[config.mk]
export PLATFORM = sky130hd
export DESIGN_NAME = swgate_fifo
export DESIGN_NICKNAME = d
export VERILOG_FILES = /design/src/rtl/swg_pkg.sv /design/src/rtl/swg_settle_timer.sv /design/src/rtl/swg_ring_store.sv /design/src/rtl/swg_drop_counter.sv /design/src/rtl/swgate_fifo.sv
export SDC_FILE = /design/constraint.sdc
export NUM_CORES = 1
export LEC_CHECK = 0
export ABC_AREA = 1
export BUFFER_PORTS_ARGS = -buffer_cell sky130_fd_sc_hd__buf_2
export CORE_ASPECT_RATIO = 1.2
export CORE_MARGIN = 2
export CORE_UTILIZATION = 28
export CTS_CLUSTER_SIZE = 12
export DETAILED_ROUTE_END_ITERATION = 12
export GPL_TIMING_DRIVEN = 0
export HOLD_SLACK_MARGIN = 0.08
export SETUP_SLACK_MARGIN = 0.5
export SKIP_LAST_GASP = 1
export SYNTH_ARGS = -nofsm -noshare
export SYNTH_HDL_FRONTEND = slang
export SYNTH_SLANG_ARGS = --single-unit
[constraint.sdc]
create_clock -name clk -period 2 [get_ports clk]
set_input_delay 0.1 -clock clk [delete_from_list [all_inputs] [get_ports clk]]
set_output_delay 0.1 -clock clk [all_outputs]
set_load 0.1 [all_outputs]
[src/rtl/swg_pkg.sv]
package swg_pkg;
   typedef enum logic {
      SWG_TX = 1'b0,
      SWG_RX = 1'b1
   } swg_policy_e;
endpackage

[src/rtl/swg_settle_timer.sv]
module swg_settle_timer #(
   parameter int SETTLE_CYC = 64,
   parameter int TMR_W      = $clog2(SETTLE_CYC + 1)
) (
   input  logic clk,
   input  logic rst_n,
   input  logic start,
   output logic busy
);
   logic [TMR_W-1:0] remain;

   always_ff @(posedge clk) begin
      if (!rst_n)               remain <= '0;
      else if (start)           remain <= TMR_W'(SETTLE_CYC);
      else if (remain != '0)    remain <= remain - 1'b1;
   end

   assign busy = (remain != '0);

   // a request opens the interval on the next cycle
   a_r4_start_busy : assert property (@(posedge clk) disable iff (!rst_n)
      start |=> busy);
   // the interval counts down by one each idle cycle
   a_r4_countdown : assert property (@(posedge clk) disable iff (!rst_n)
      (!start && busy) |=> (remain == $past(remain) - 1'b1));
endmodule

[src/rtl/swg_ring_store.sv]
module swg_ring_store #(
   parameter int DATA_W = 14,
   parameter int DEPTH  = 16,
   parameter int PTR_W  = $clog2(DEPTH),
   parameter int LVL_W  = $clog2(DEPTH + 1)
) (
   input  logic              clk,
   input  logic              rst_n,
   input  logic              push,
   input  logic [DATA_W-1:0] push_data,
   input  logic              pop,
   output logic [DATA_W-1:0] pop_data,
   output logic [LVL_W-1:0]  level,
   output logic              full,
   output logic              empty
);
   localparam logic [PTR_W-1:0] LAST = PTR_W'(DEPTH - 1);

   logic [DATA_W-1:0] mem [DEPTH];
   logic [PTR_W-1:0]  wptr, rptr;

   always_ff @(posedge clk) begin
      if (push) mem[wptr] <= push_data;
   end

   always_ff @(posedge clk) begin
      if (!rst_n) begin
         wptr     <= '0;
         rptr     <= '0;
         level    <= '0;
         pop_data <= '0;
      end else begin
         if (push) wptr <= (wptr == LAST) ? '0 : wptr + 1'b1;
         if (pop) begin
            rptr     <= (rptr == LAST) ? '0 : rptr + 1'b1;
            pop_data <= mem[rptr];
         end
         case ({push, pop})
            2'b10:   level <= level + 1'b1;
            2'b01:   level <= level - 1'b1;
            default: level <= level;
         endcase
      end
   end

   assign full  = (level == LVL_W'(DEPTH));
   assign empty = (level == '0);

   // concurrent push and pop keep occupancy
   a_r8_level_hold : assert property (@(posedge clk) disable iff (!rst_n)
      (push && pop) |=> $stable(level));
   // caller never pushes into a full store
   a_r5_no_overflow : assert property (@(posedge clk) disable iff (!rst_n)
      push |-> !full);
   // caller never pops an empty store
   a_r3_no_underflow : assert property (@(posedge clk) disable iff (!rst_n)
      pop |-> !empty);
endmodule

[src/rtl/swg_drop_counter.sv]
module swg_drop_counter #(
   parameter int DROP_W = 8
) (
   input  logic              clk,
   input  logic              rst_n,
   input  logic              hit,
   output logic [DROP_W-1:0] count
);
   localparam logic [DROP_W-1:0] TOP = '1;

   always_ff @(posedge clk) begin
      if (!rst_n)                  count <= '0;
      else if (hit && count != TOP) count <= count + 1'b1;
   end

   // each discard below the ceiling adds exactly one
   a_r6_drop_step : assert property (@(posedge clk) disable iff (!rst_n)
      (hit && count != TOP) |=> (count == $past(count) + 1'b1));
   // the count holds once at the ceiling
   a_r6_drop_sat : assert property (@(posedge clk) disable iff (!rst_n)
      (count == TOP) |=> (count == TOP));
endmodule

[src/rtl/swgate_fifo.sv]
module swgate_fifo #(
   parameter int                  DATA_W     = 14,
   parameter int                  DEPTH      = 16,
   parameter int                  SETTLE_CYC = 64,
   parameter int                  MIN_WR_GAP = 4,
   parameter int                  DROP_W     = 8,
   parameter swg_pkg::swg_policy_e POLICY    = swg_pkg::SWG_RX,
   localparam int                 LVL_W      = $clog2(DEPTH + 1)
) (
   input  logic              clk,
   input  logic              rst_n,
   input  logic              wr_strobe,
   input  logic [DATA_W-1:0] wr_data,
   input  logic              mode_busy,
   input  logic              sw_req,
   output logic              rd_valid,
   output logic [DATA_W-1:0] rd_data,
   output logic [LVL_W-1:0]  level,
   output logic              full,
   output logic              empty,
   output logic              sw_busy,
   output logic [DROP_W-1:0] drop_count
);
   localparam int PTR_W = (DEPTH > 1) ? $clog2(DEPTH) : 1;
   localparam int TMR_W = $clog2(SETTLE_CYC + 1);

   initial begin
      a_cfg_depth : assert (DEPTH >= 2)
         else $error("DEPTH must be at least 2");
      a_cfg_absorb : assert (DEPTH * MIN_WR_GAP >= SETTLE_CYC)
         else $error("DEPTH too small to absorb a settling interval");
      a_cfg_widths : assert (DATA_W >= 1 && DROP_W >= 1 && SETTLE_CYC >= 1 && MIN_WR_GAP >= 1)
         else $error("bad width or count parameter");
   end

   logic push, pop;

   assign pop  = !empty && !sw_busy && !mode_busy && !sw_req;
   assign push = wr_strobe && !full;

   swg_settle_timer #(.SETTLE_CYC(SETTLE_CYC), .TMR_W(TMR_W)) u_timer (
      .clk   (clk),
      .rst_n (rst_n),
      .start (sw_req),
      .busy  (sw_busy)
   );

   swg_ring_store #(.DATA_W(DATA_W), .DEPTH(DEPTH), .PTR_W(PTR_W), .LVL_W(LVL_W)) u_store (
      .clk       (clk),
      .rst_n     (rst_n),
      .push      (push),
      .push_data (wr_data),
      .pop       (pop),
      .pop_data  (rd_data),
      .level     (level),
      .full      (full),
      .empty     (empty)
   );

   always_ff @(posedge clk) begin
      if (!rst_n) rd_valid <= 1'b0;
      else        rd_valid <= pop;
   end

   generate
      if (POLICY == swg_pkg::SWG_RX) begin : g_rx_drop
         swg_drop_counter #(.DROP_W(DROP_W)) u_drop (
            .clk   (clk),
            .rst_n (rst_n),
            .hit   (wr_strobe && full),
            .count (drop_count)
         );
      end else begin : g_tx_hold
         assign drop_count = '0;
      end
   endgenerate

   // a delivered word implies the gate was open one cycle earlier
   a_r3_read_gated : assert property (@(posedge clk) disable iff (!rst_n)
      rd_valid |-> $past(!empty && !sw_busy && !mode_busy && !sw_req));
   // a refused write at full with no read leaves the store full
   a_r5_full_holds : assert property (@(posedge clk) disable iff (!rst_n)
      (full && wr_strobe && !pop) |=> (full && $stable(level)));
   // no word leaves while the settling interval runs
   a_r4_no_read_busy : assert property (@(posedge clk) disable iff (!rst_n)
      $past(sw_busy) |-> !rd_valid);
endmodule

==> metrics.md <==
| Metric | Value |
|---|---|
| Status | completed |
| Placer Congestion | 0.853 |
| Gr ovfl total | 0 |
| DRC errors left | 0 |
| Pwr Density | a little over 900 nW/um^2 |
| CP Capture Type | flop |
| # Max-Cap Violations | 0 |
| Via count | 8408 |
| EDFF count, synth | approximately 220 |
| Worst-path clk slew | 0.06 ns |
| Largest delay share family, worst path | simple AND/OR/NAND/NOR gates |
| Main synth FF type | edfxtp_1 |
| Syn_area_per_cell | 9.81 sq um |
| IO Pins | 50 |
| WL met3 | 1600 microns |
| DP Wirelength | 20000 microns |
| Yosys warning count | 0 |
| Req. time, crit path | around 2.2 ns |
| Mean routed wirelength per cell | between 15 and 20 microns |
| Top post-synthesis cells by area | edfxtp_1 (58%), nand2_1 (11%), dfxtp_1 (7.4%) |
| DR iter-0 viols | 569 |
| Fmax | a little over 0.5 GHz |
| Final setup fails | 0 |
| Placeable core area | between 40000 and 50000 sq um |
| Syn_nets | 1211 |
| Hold WC Path Type | input port to flop |
| Slew HR | 42.8% |
| CTS tree | yes |
| Peak supply drop | slightly above 0.0007 V |
| Met2 WL | approximately 16000 microns |
| Register Area | approximately 7600 sq um |
| Gr usage total | between 10% and 20% |
| Synthesized area | approximately 12000 sq um |
| Die area | approximately 43000 sq um |
| Ant diodes | 0 |
| # rows | a little over 80 |
| Leak | 0.00604 uW |
| Worst Setup Path Type | flop to flop |
| Most common library cells after synthesis | nand2_1 (333), edfxtp_1 (224), inv_1 (158) |
| Critical Path AT | between 2 and 2.5 ns |
| Top cell type's share of synthesized area | about 58% |
| Maximum clock path buffer count | 3 |
| CP cell instances | ha_1 > nand3_1 > nor2_2 |
| Crit Path Max Fanout | 14 |
| Drt total wl | 31300 microns |
| Clock Skew | 0.0164 ns |
| Antenna Violating Nets Remaining | 0 |
| Post-route insts no fill | 1892 |
| Antenna violations before repair | 0 |
| Starting density of the core | 28.4% |
| Highest cell delay on the worst timing path | approximately 0.7 ns |
| Synth async-reset ratio | 0% |
| Tot Pwr | around 14000 uW |
| Area Overhead vs Synth | 30.3% |
| RSZ-0062 raised after global routing | yes |
| Largest net degree at the start of global routing | 17 |
| Clock root buffer | clkbuf_16 |
| Cells after DPL | 1767 |
| Fin area | 15100 sq um |
| Top sig layer | met4 |
| Worst Max-Slew Pin Slew | 0.857 ns |
| CP bufs+invs | 0 |
| CP max-delay cell | nor2_2 |
| Die width | 190 microns |
| CTS sink cnt | ~270 |
| Fraction of layout cells with a size suffix above 1 | 22.0% |
| Synthesized flop and latch total | 267 |
| CTS buffer count | 27 |
| First-pass GRT wire length | 47600 microns |
| Register area share after synthesis | between 60 and 70% |
| Placed Instance Area | 12900 sq um |
| Worst-skew pair later-pin latency | 0.55 ns |
| Tcrit/Tclk final | between 90 and 100% |
| Synthesized instance count | 1179 |
| Final Max Slew Viols | 0 |
| DRT Pass-1 Iters | 5 |
| Vias in the first global route | 8286 |
| Wl on met1 | around 13000 microns |
| PortBufs | 49 |
| Most frequent cell after synthesis | nand2_1 |
| Final hold vios | 0 |
| Fillers | 3946 |
| Yosys cell types | 27 |
| R2R Setup Slk | 0.02 ns |
| Drt via density | 4.44 |
| Final nets | 1364 |
| Area of the multi-input gates | 3750 sq um |
| Die Ht | 227 microns |
| Minimum clock period after layout | 1.98 ns |
| Startpoint Class | flop |
| Post-synth top area cell | edfxtp_1 |
| H-Tree Depth | 1 |
## kinds of logic after synthesis
group | Yosys count | share of synthesized area [%]
xor+xnor | 12 | 0.909
flops | 267 | 65.6
fa+ha+maj | 13 | 1.47
compound gates | 61 | 2.66
buf+inv | 209 | 7.29
simple gates | 617 | 22.0
## power breakdown
part	internal [uW]	switching, uW	leakage (uW)
registers	6180	101	0.00239
clock network	2630	2030	0.000387
logic	1030	1870	0.00327
total	9830	4000	0.00604
## sequential cells by signal, summed over array words and instances (netlist names)
signal / flops
u_store.pop_data: 14
u_store.rptr: 4
rd_valid: 1
g_rx_drop.u_drop.count: 8
u_timer.remain: 7
u_store.wptr: 4
u_store.mem: 224
u_store.level: 5
## final cells by class
cell class                      instances  share of cell area [%]
Clock inverter                          3                   0.125
Timing Repair Buffer                  123                    8.01
Tap cell                              539                    4.48
Multi-Input combinational cell        704                    24.9
Clock buffer                           47                    5.18
Inverter                              160                    4.14
Buffer                                 49                    2.43
Sequential cell                       267                    50.7
## stage by stage
step	utilization (%)	TNS [ns]	worst slack [ns]	hold slack (ns)
floorplan	-	0	0.108	0.199
detailed placement	31.6	-3.29	-0.214	0.426
global route	37.0	-1.52	-0.105	0.0337
finish	37.0	0	0.0154	0.0236
CTS	36.3	0	0.0505	-0.108
global placement	31.6	-2.59	-0.175	0.427
## layout by cell type, fill, tap and decap left out, drive strengths merged, types with 12 or more instances in the layout
master	n
nor2	137
nand2	335
nand3	137
clkbuf	65
buf	134
a21oi	34
dfxtp	43
dlygate4sd3	19
ha	12
o21ai	26
inv	159
edfxtp	224
## layer usage
layer,vias up,global-route usage [%]
li1,4130,-
met3,52,1.42
met2,231,26.2
met1,3995,17.4
met4,0,6.83
met5,-,0
## path summary, 6_finish.rpt
kind / startpoint / end / cells after the start
hold / removal: mode_busy / rd_valid / 5
hold reg to reg: u_store.pop_data[8] / u_store.pop_data[8] / 2
setup / recovery: u_store.wptr[0] / u_store.mem[15][0] / 3
setup reg to reg: u_store.wptr[0] / u_store.mem[15][0] / 3
## worst reg2reg max path: stages (launching register included)
cell and delay, ns:
dfxtp_1 0.38, ha_1 0.33, nand3_1 0.18, nor2_2 0.71
## what timing repair did
action	CTS	global route
hold endpoints to repair	240	3
buffers inserted	42	10
gates resized for setup	109	39
pin swaps	42	28
setup endpoints to repair	251	221
hold buffers	18	1
cloned	2	2
(Power assumes the default switching activity.)
